### config.mk
export PLATFORM = sky130hd
export DESIGN_NAME = usb_ep_buf_ctrl
export DESIGN_NICKNAME = d
export VERILOG_FILES = /design/src/rtl/usb_epb_pkg.sv /design/src/rtl/epb_slot.sv /design/src/rtl/epb_regs.sv /design/src/rtl/epb_irq.sv /design/src/rtl/usb_ep_buf_ctrl.sv
export SDC_FILE = /design/constraint.sdc
export NUM_CORES = 1
export LEC_CHECK = 0
export ABC_AREA = 1
export BUFFER_PORTS_ARGS = -buffer_cell sky130_fd_sc_hd__buf_2
export CAP_MARGIN = 10
export CELL_PAD_IN_SITES_DETAIL_PLACEMENT = 1
export CELL_PAD_IN_SITES_GLOBAL_PLACEMENT = 1
export CORE_MARGIN = 1.5
export CORE_UTILIZATION = 40
export DETAILED_ROUTE_END_ITERATION = 6
export HOLD_SLACK_MARGIN = 0.12
export PLACE_DENSITY = 0.87
export SLEW_MARGIN = 20
export SYNTH_ARGS = -nofsm -noshare
export SYNTH_HDL_FRONTEND = slang
export SYNTH_SLANG_ARGS = --single-unit
### constraint.sdc
create_clock -name clk -period 2.7 [get_ports clk]
set_input_delay 0.405 -clock clk [delete_from_list [all_inputs] [get_ports clk]]
set_output_delay 0.405 -clock clk [all_outputs]
set_load 0.02 [all_outputs]
### src/rtl/usb_epb_pkg.sv
package usb_epb_pkg;
  localparam logic [7:0] OFS_SKIP  = 8'h14;
  localparam logic [7:0] OFS_INUSE = 8'h18;
  localparam logic [7:0] OFS_CFG   = 8'h1C;
  localparam logic [7:0] OFS_STS   = 8'h20;
  localparam logic [7:0] OFS_EN    = 8'h24;

  typedef enum logic [2:0] {
    SEL_NONE, SEL_SKIP, SEL_INUSE, SEL_CFG, SEL_STS, SEL_EN
  } reg_sel_e;

  function automatic reg_sel_e decode(input logic [7:0] a);
    case (a)
      OFS_SKIP:  decode = SEL_SKIP;
      OFS_INUSE: decode = SEL_INUSE;
      OFS_CFG:   decode = SEL_CFG;
      OFS_STS:   decode = SEL_STS;
      OFS_EN:    decode = SEL_EN;
      default:   decode = SEL_NONE;
    endcase
  endfunction
endpackage

### src/rtl/epb_slot.sv
module epb_slot (
  input  logic clk,
  input  logic rst_n,
  input  logic dbl,
  input  logic done,
  input  logic skip_wr,
  input  logic skip_ack,
  input  logic set0,
  input  logic set1,
  output logic act0,
  output logic act1,
  output logic inuse,
  output logic skip_pend,
  output logic fall
);
  logic a0_q, a1_q, u_q, sk_q;
  logic a0_d, a1_d, u_d, sk_d;

  always_comb begin
    a0_d = a0_q;
    a1_d = a1_q;
    u_d  = u_q;
    sk_d = sk_q;
    // completion goes first
    if (done && (u_q ? a1_q : a0_q)) begin
      if (u_q) a1_d = 1'b0;
      else     a0_d = 1'b0;
      if (dbl) u_d = ~u_q;
    end
    // skip acts on the buffer chosen after completion
    if (sk_q && (skip_ack || !(u_d ? a1_d : a0_d))) begin
      if (u_d) a1_d = 1'b0;
      else     a0_d = 1'b0;
      sk_d = 1'b0;
    end
    if (skip_wr) sk_d = 1'b1;
    a0_d = a0_d | set0;
    a1_d = a1_d | set1;
  end

  always_ff @(posedge clk) begin
    if (!rst_n) begin
      a0_q <= 1'b0;
      a1_q <= 1'b0;
      u_q  <= 1'b0;
      sk_q <= 1'b0;
    end else begin
      a0_q <= a0_d;
      a1_q <= a1_d;
      u_q  <= u_d;
      sk_q <= sk_d;
    end
  end

  assign act0      = a0_q;
  assign act1      = a1_q;
  assign inuse     = u_q;
  assign skip_pend = sk_q;
  assign fall      = (a0_q & ~a0_d) | (a1_q & ~a1_d);
endmodule

### src/rtl/epb_regs.sv
module epb_regs
  import usb_epb_pkg::*;
#(
  parameter int NUM_EP  = 30,
  parameter int CTRL_EP = 2,
  parameter int DATA_W  = 32
) (
  input  logic              clk,
  input  logic              rst_n,
  input  logic              wr,
  input  logic [7:0]        addr,
  input  logic [DATA_W-1:0] wdata,
  input  logic [NUM_EP-1:0] skip_vec,
  input  logic [NUM_EP-1:0] inuse_vec,
  input  logic [NUM_EP-1:0] sts_vec,
  output logic [NUM_EP-1:0] cfg,
  output logic [NUM_EP-1:0] en,
  output logic [NUM_EP-1:0] skip_wr,
  output logic [NUM_EP-1:0] sts_clr,
  output logic [DATA_W-1:0] rdata
);
  localparam logic [NUM_EP-1:0] CFG_MASK = ~NUM_EP'((1 << CTRL_EP) - 1);

  reg_sel_e          sel;
  logic [NUM_EP-1:0] wbits;

  assign sel     = decode(addr);
  assign wbits   = wdata[NUM_EP-1:0];
  assign skip_wr = (wr && sel == SEL_SKIP) ? wbits : '0;
  assign sts_clr = (wr && sel == SEL_STS)  ? wbits : '0;

  always_ff @(posedge clk) begin
    if (!rst_n) begin
      cfg <= '0;
      en  <= '0;
    end else if (wr) begin
      if (sel == SEL_CFG) cfg <= wbits & CFG_MASK;
      if (sel == SEL_EN)  en  <= wbits;
    end
  end

  always_comb begin
    unique case (sel)
      SEL_SKIP:  rdata = DATA_W'(skip_vec);
      SEL_INUSE: rdata = DATA_W'(inuse_vec & CFG_MASK);
      SEL_CFG:   rdata = DATA_W'(cfg);
      SEL_STS:   rdata = DATA_W'(sts_vec);
      SEL_EN:    rdata = DATA_W'(en);
      default:   rdata = '0;
    endcase
  end
endmodule

### src/rtl/epb_irq.sv
module epb_irq #(
  parameter int NUM_EP = 30
) (
  input  logic              clk,
  input  logic              rst_n,
  input  logic [NUM_EP-1:0] fall,
  input  logic [NUM_EP-1:0] clr,
  input  logic [NUM_EP-1:0] en,
  output logic [NUM_EP-1:0] sts,
  output logic              irq
);
  always_ff @(posedge clk) begin
    if (!rst_n) sts <= '0;
    else        sts <= (sts & ~clr) | fall;
  end
  assign irq = |(sts & en);
endmodule

### src/rtl/usb_ep_buf_ctrl.sv
module usb_ep_buf_ctrl #(
  parameter int NUM_EP  = 30,
  parameter int CTRL_EP = 2,
  parameter int DATA_W  = 32
) (
  input  logic              clk,
  input  logic              rst_n,
  input  logic              reg_wr,
  input  logic [7:0]        reg_addr,
  input  logic [DATA_W-1:0] reg_wdata,
  output logic [DATA_W-1:0] reg_rdata,
  input  logic [NUM_EP-1:0] act_set0,
  input  logic [NUM_EP-1:0] act_set1,
  input  logic [NUM_EP-1:0] xfer_done,
  input  logic [NUM_EP-1:0] skip_ack,
  output logic [NUM_EP-1:0] skip_req,
  output logic [NUM_EP-1:0] act0,
  output logic [NUM_EP-1:0] act1,
  output logic              irq
);
  logic [NUM_EP-1:0] cfg, en, skip_wr, sts_clr, sts, inuse, fall;

  epb_regs #(.NUM_EP(NUM_EP), .CTRL_EP(CTRL_EP), .DATA_W(DATA_W)) u_regs (
    .clk(clk), .rst_n(rst_n), .wr(reg_wr), .addr(reg_addr), .wdata(reg_wdata),
    .skip_vec(skip_req), .inuse_vec(inuse), .sts_vec(sts),
    .cfg(cfg), .en(en), .skip_wr(skip_wr), .sts_clr(sts_clr), .rdata(reg_rdata)
  );

  for (genvar i = 0; i < NUM_EP; i++) begin : g_ep
    epb_slot u_slot (
      .clk(clk), .rst_n(rst_n), .dbl(cfg[i]), .done(xfer_done[i]),
      .skip_wr(skip_wr[i]), .skip_ack(skip_ack[i]),
      .set0(act_set0[i]), .set1(act_set1[i]),
      .act0(act0[i]), .act1(act1[i]), .inuse(inuse[i]),
      .skip_pend(skip_req[i]), .fall(fall[i])
    );
  end

  epb_irq #(.NUM_EP(NUM_EP)) u_irq (
    .clk(clk), .rst_n(rst_n), .fall(fall), .clr(sts_clr), .en(en),
    .sts(sts), .irq(irq)
  );
endmodule

==> flow_summary.ini, run 1 <==
[drt]
ant_nets = 0
first_iter_violations = 572
wire_per_inst_um = 17.5
via_per_inst = 5.33
drcViolationCount = 0
via_count = 12357
wl_um = 40500
dr.pass1.iters = 7

[timing]
worst_pin_slew_ns = 0.577
period_share_pct = 93.5
post-route-min-period_ns = 2.53
setup_viol = 0
fin_tns_setup_ns = 0
finalMaxSlewViolations = 0
grt_setup_unrepaired = false
clock.fmax_mhz = 396
slew-limit-headroom_pct = 61.5
finalHoldViolCount = 0
skew_ns = 0.0155

[critical_path]
rr_startpoint = g_ep[13].u_slot.act0
r2r_setup_slack_ns = 1.12
path_max_fanout = 9
cp-endpoint = reg_rdata[21]
crit_arrival_ns = 2.12
crit_required_ns = 2.30
startpoint = reg_addr[1]
cp-end-kind = output pin
rr_endpoint = u_irq.sts[13]
critPathKind = in -> out
critPathLaunchType = input port
reg2reg_depth = 8

[power]
p_total_uw = 7390
power_density_mw_per_mm2 = 547
clkPwrFrac_pct = 45.4
p_seq_share_pct = 43.8
pwr-share-comb_pct = 10.8
power_switching_uw = 1960
p_int_uw = 5430
peakVddDrop_v = 0.000396
swShare_pct = 26.6
p_leak_uw = 0.00659

[cells_and_area]
regArea_sq_mm = 0.00412
mostFrequentLayoutCells = nand2_1 (325), inv_1 (307), buf_2 (281)
nets = 2080
drive_gt1_share_pct = 18.6
n_fill_cell = 3766
multi_input_area_sq_mm = 0.00510
area_growth_pct = 19.1
layout_commonest_cell = nand2_1

[floorplan]
die_area_sq_mm = 0.0294
die_w_um = 171
die_h_um = 171
io_pins = 286
start_util_pct = 40.7
core_area_sq_mm = 0.0279
rows = 61

[logic_synthesis]
yosysUniqueCellTypes = 31
synthCells = 1713
synth.top_cells.by_area = dfxtp_1 (36%), nand2_1 (11%), inv_1 (10%)
yosys_warnings = 0
yosysTopAreaCellShare_pct = 36.3
synth_area_sq_mm = 0.0113
synth_area_leader_cell = dfxtp_1
synth_edf_count = 0
synth_seq_cells = 206
synthFlopType = dfxtp_1
seq_area_frac_synth_pct = 36.3
async_flop_share_pct = 0
avgSynthCellArea_sq_um = 6.62

[cts]
cts_max_level = 1
clockBufferDepth = 3
cts.repair.resized = 0
cts_tree = built
cts_sinks = 206
clk_latency_ns = 0.53
cts_made_buffers = 25
clk_pin_slew_ns = 0.06
postCtsSetupBuffers = 0
cts-root-buf = clkbuf_16

[status]
outcome = finished clean

[placement]
gp_congestion = 0.887
portBuffers = 281
hpwl_um = 29900

[grt]
grt_pass1_vias = 12832
grt_pass1_wl_um = 63700
grt_max_degree = 61
gr-total-overflow = 0
grt_usage_pct = 27.1
antenna_found_initial = 5

[job]
drv_cap = 0

[min_path]
hp-class = in -> reg
-- state kept, by name, indices dropped and copies added (netlist names) --
signal	count
g_ep.u_slot.act0	30
g_ep.u_slot.act1	30
g_ep.u_slot.skip_pend	30
u_irq.sts	30
u_regs.en	30
g_ep.u_slot.inuse	28
u_regs.cfg	28
-- worst min path at each step --
| stage | start | endpoint | cells after the start |
|---|---|---|---|
| floorplan | g_ep[0].u_slot.act1 | g_ep[0].u_slot.act1 | 2 |
| CTS | act_set1[28] | g_ep[28].u_slot.act1 | 3 |
| detailed placement | g_ep[1].u_slot.act1 | g_ep[1].u_slot.act1 | 2 |
| finish | act_set1[28] | g_ep[28].u_slot.act1 | 3 |
| global placement | g_ep[1].u_slot.act1 | g_ep[1].u_slot.act1 | 2 |
| global route | act_set0[9] | g_ep[9].u_slot.act0 | 3 |
-- repair_timing --
item / 4_1_cts / 5_1_grt
hold buffers: 17 / 0
hold endpoints to repair: 17 / 0
setup endpoints to repair: 0 / 0
-- metal layers --
metal  GRT usage (%)  routed length [um]
met1            32.4               17200
met5               0                  11
met4            11.0                1400
met2            48.0               19500
met3            4.60                2350
-- metrics by stage --
stage	instances	area (sq um)	setup slack, ns	hold WS (ns)	util (%)
2_1_floorplan	1714	11300	0.670	0.435	-
3_3_place_gp	2251	12500	0.305	0.439	44.9
3_5_place_dp	2251	12500	0.241	0.454	44.9
4_1_cts	2313	13500	0.212	0.120	48.5
5_1_grt	2316	13500	0.0552	0.136	48.5
6_report	2317	13500	0.175	0.136	48.5
-- kinds of logic (layout without fill, tap and decap cells) --
logic type,count (synthesis),in the layout,share of synthesized area [%]
other,1,6,0.0331
and+or+nand+nor,719,719,27.7
buffers and inverters,459,680,18.8
AOI/OAI and AO/OA,328,328,17.1
DFF,206,206,36.3
-- area by class of cell --
cell class / instances / share of cell area, %
Multi-Input combinational cell: 1049 / 37.7
Sequential cell: 206 / 30.5
Timing Repair Buffer: 323 / 13.4
Inverter: 312 / 8.70
Clock buffer: 41 / 5.89
Tap cell: 378 / 3.50
Clock inverter: 4 / 0.176
Antenna cell: 4 / 0.0740
-- power groups by stage --
stage,logic [uW],registers (uW),clock network (uW)
after floorplan,514,3270,0
after global placement,739,3300,0
after detailed placement,768,3300,0
after CTS,793,3240,3420
after global routing,881,3250,3540
final,795,3240,3360
-- Yosys cell counts (2+ instances only) --
library cell    n
a211o_1        10
a211oi_1       39
a21oi_1       131
a221oi_1        3
a31oi_1         9
buf_1           4
buf_2          14
buf_4          95
buf_6           5
clkbuf_1       29
dfxtp_1       206
inv_1         307
inv_2           4
nand2_1       325
nand2_2         2
nand3_1       227
nand4_1        47
nor2_1        110
nor2_2          4
o211ai_1        6
o21ai_0        63
o21bai_1        4
o221ai_1        7
o22ai_1        41
o31ai_1        15
-- worst max-delay path, cell delays in order --
cell,delay (ns)
buf_2,0.10
nor2_2,0.21
nand2_1,0.16
nor2_2,0.15
nand2_2,0.23
inv_1,0.25
buf_4,0.24
a211o_1,0.18
buf_2,0.17
Note: power is estimated with default switching activity, not from simulation.
==> run 2: changes to the inputs <==
--- a/config.mk
+++ b/config.mk
@@ -15,6 +15,8 @@
 export DETAILED_ROUTE_END_ITERATION = 6
 export HOLD_SLACK_MARGIN = 0.12
 export PLACE_DENSITY = 0.87
+export RECOVER_POWER = 100
+export SETUP_SLACK_MARGIN = 0.1
 export SLEW_MARGIN = 20
 export SYNTH_ARGS = -nofsm -noshare
 export SYNTH_HDL_FRONTEND = slang
==> run 2 against run 1 <==
- fmax decreased by 0.63%
- first-iteration DRC count is 6.3% higher
- combinational power shrank 3.1%
- core utilization is 0.68 points lower
- critical path depth unchanged
- largest cell class unchanged
- largest power group unchanged
- highest routed layer unchanged
==> flow_summary.ini, run 2 (same netlist as run 1, synthesis figures left out) <==
[power]
p_seq_share_pct = 44.0
clkPwrFrac_pct = 45.6
peakVddDrop_v = 0.000399
power_switching_uw = 1960
p_leak_uw = 0.00615
swShare_pct = 26.6
pwr-share-comb_pct = 10.5
p_int_uw = 5410
power_density_mw_per_mm2 = 553

[critical_path]
cp-end-kind = output pin
crit_required_ns = 2.30
worst-path-buf-inv = 4
r2r_setup_slack_ns = 1.11
crit_slowest_cell = nand2_2
path_cells = buf_2, nor2_2, nand2_1, nor2_1, nand2_2, inv_2, buf_4, a211o_1, clkbuf_1
critPathKind = in -> out
cp_top_family = simple AND/OR/NAND/NOR gates
rr_startpoint = g_ep[13].u_slot.act0
critPathMaxStageDelay_ns = 0.26
path_max_fanout = 9
crit_arrival_ns = 2.14
rr_endpoint = u_irq.sts[13]
reg2reg_depth = 8
critPathLaunchType = input port

[cts]
clockBufferDepth = 3
cts_tree = built
cts_max_level = 1
cts_made_buffers = 25
cts-root-buf = clkbuf_16
cts_sinks = 206
clk_pin_slew_ns = 0.06
clk_latency_ns = 0.53

[cells_and_area]
mostFrequentLayoutCells = nand2_1 (326), inv_1 (308), nand3_1 (226)
final_cell_area_sq_mm = 0.0133
drive_gt1_share_pct = 12.7
nets = 2084
area_growth_pct = 17.5
utilization_pct = 47.8
layout_commonest_cell = nand2_1
n_fill_cell = 3828

[drt]
first_iter_violations = 608
drcViolationCount = 0
via_per_inst = 5.34
wl_um = 40700
ant_nets = 0
via_count = 12388
wire_per_inst_um = 17.5
dr.pass1.iters = 4

[timing]
period_share_pct = 94.1
skew_ns = 0.0176
finalMaxSlewViolations = 0
worst_pin_slew_ns = 1.23
fin_tns_setup_ns = 0
finalHoldViolCount = 0
slew-limit-headroom_pct = 17.7
clock.fmax_mhz = 393
grt_setup_unrepaired = false
post-route-min-period_ns = 2.54
setup_viol = 0
hold_ws_ns = 0.135

[floorplan]
die_h_um = 171
die_w_um = 171
rows = 61
start_util_pct = 40.7
die_area_sq_mm = 0.0294
io_pins = 286
core_area_sq_mm = 0.0279

[placement]
place_area_sq_mm = 0.0125
portBuffers = 281
gp_congestion = 0.887
hpwl_um = 29900

[min_path]
hold_end = g_ep[16].u_slot.act0
holdPathStages = 3
hp-class = in -> reg
hp-start = act_set0[16]

[grt]
grt_usage_pct = 27.1
antenna_found_initial = 5
grt_max_degree = 61
grt_pass1_vias = 12832
gr-total-overflow = 0
grt_pass1_wl_um = 63700

[status]
outcome = finished clean

[job]
drv_cap = 0
run 2: cell type report:
type | instances | area (sq um) | area share, %
antenna | 3 | 7.51 | 0.0563
tap | 378 | 473 | 3.55
timing repair buffer | 327 | 1640 | 12.3
clock buffer | 41 | 796 | 5.97
multi-input combinational | 1049 | 5090 | 38.2
clock inverter | 4 | 23.8 | 0.178
sequential | 206 | 4120 | 30.9
inverter | 312 | 1170 | 8.81
run 2: through the flow:
step / cells / total power (uW) / setup WS (ns)
after floorplan: 1714 / 3790 / 0.670
after global placement: 2251 / 4040 / 0.305
after detailed placement: 2251 / 4070 / 0.241
after global routing: 2320 / 7650 / 0.0629
final: 2320 / 7370 / 0.159
after CTS: 2313 / 7450 / 0.212
run 2: worst max path at each step:
stage | to | from | cells past startpoint
after floorplan | reg_rdata[3] | reg_addr[1] | 10
after global placement | reg_rdata[21] | reg_addr[1] | 9
after detailed placement | reg_rdata[7] | reg_addr[1] | 9
after CTS | reg_rdata[4] | reg_addr[1] | 11
after global routing | reg_rdata[22] | reg_addr[1] | 9
final | reg_rdata[22] | reg_addr[1] | 9
run 2: worst reg2reg max path: stages (launching register included):
cell     delay [ns]
dfxtp_1        0.42
nand3_1        0.12
nand2_1        0.11
nand2_1        0.13
o31ai_1        0.33
nand3_1        0.15
nand2_1        0.08
inv_1          0.04
a21oi_1        0.13
run 2: timing repair:
item / CTS / global route
setup endpoints to repair: 0 / 4
buffers inserted: 0 / 4
hold buffers: 17 / 0
hold endpoints to repair: 17 / 0
resized for setup: 0 / 1
run 2: layer usage:
metal | up-vias | track usage, % | part of all wire, %
met5 | - | 0 | 0.027
li1 | 5964 | - | -
met2 | 372 | 48.0 | 48
met3 | 99 | 4.60 | 5.6
met1 | 5951 | 32.4 | 43
met4 | 2 | 11.0 | 3.4
run 2: power by group through the flow:
stage	sequential [uW]	combinational (uW)	clock, uW
6_report	3240	770	3360
3_5_place_dp	3300	768	0
5_1_grt	3250	855	3540
2_1_floorplan	3270	514	0
4_1_cts	3240	793	3420
3_3_place_gp	3300	739	0
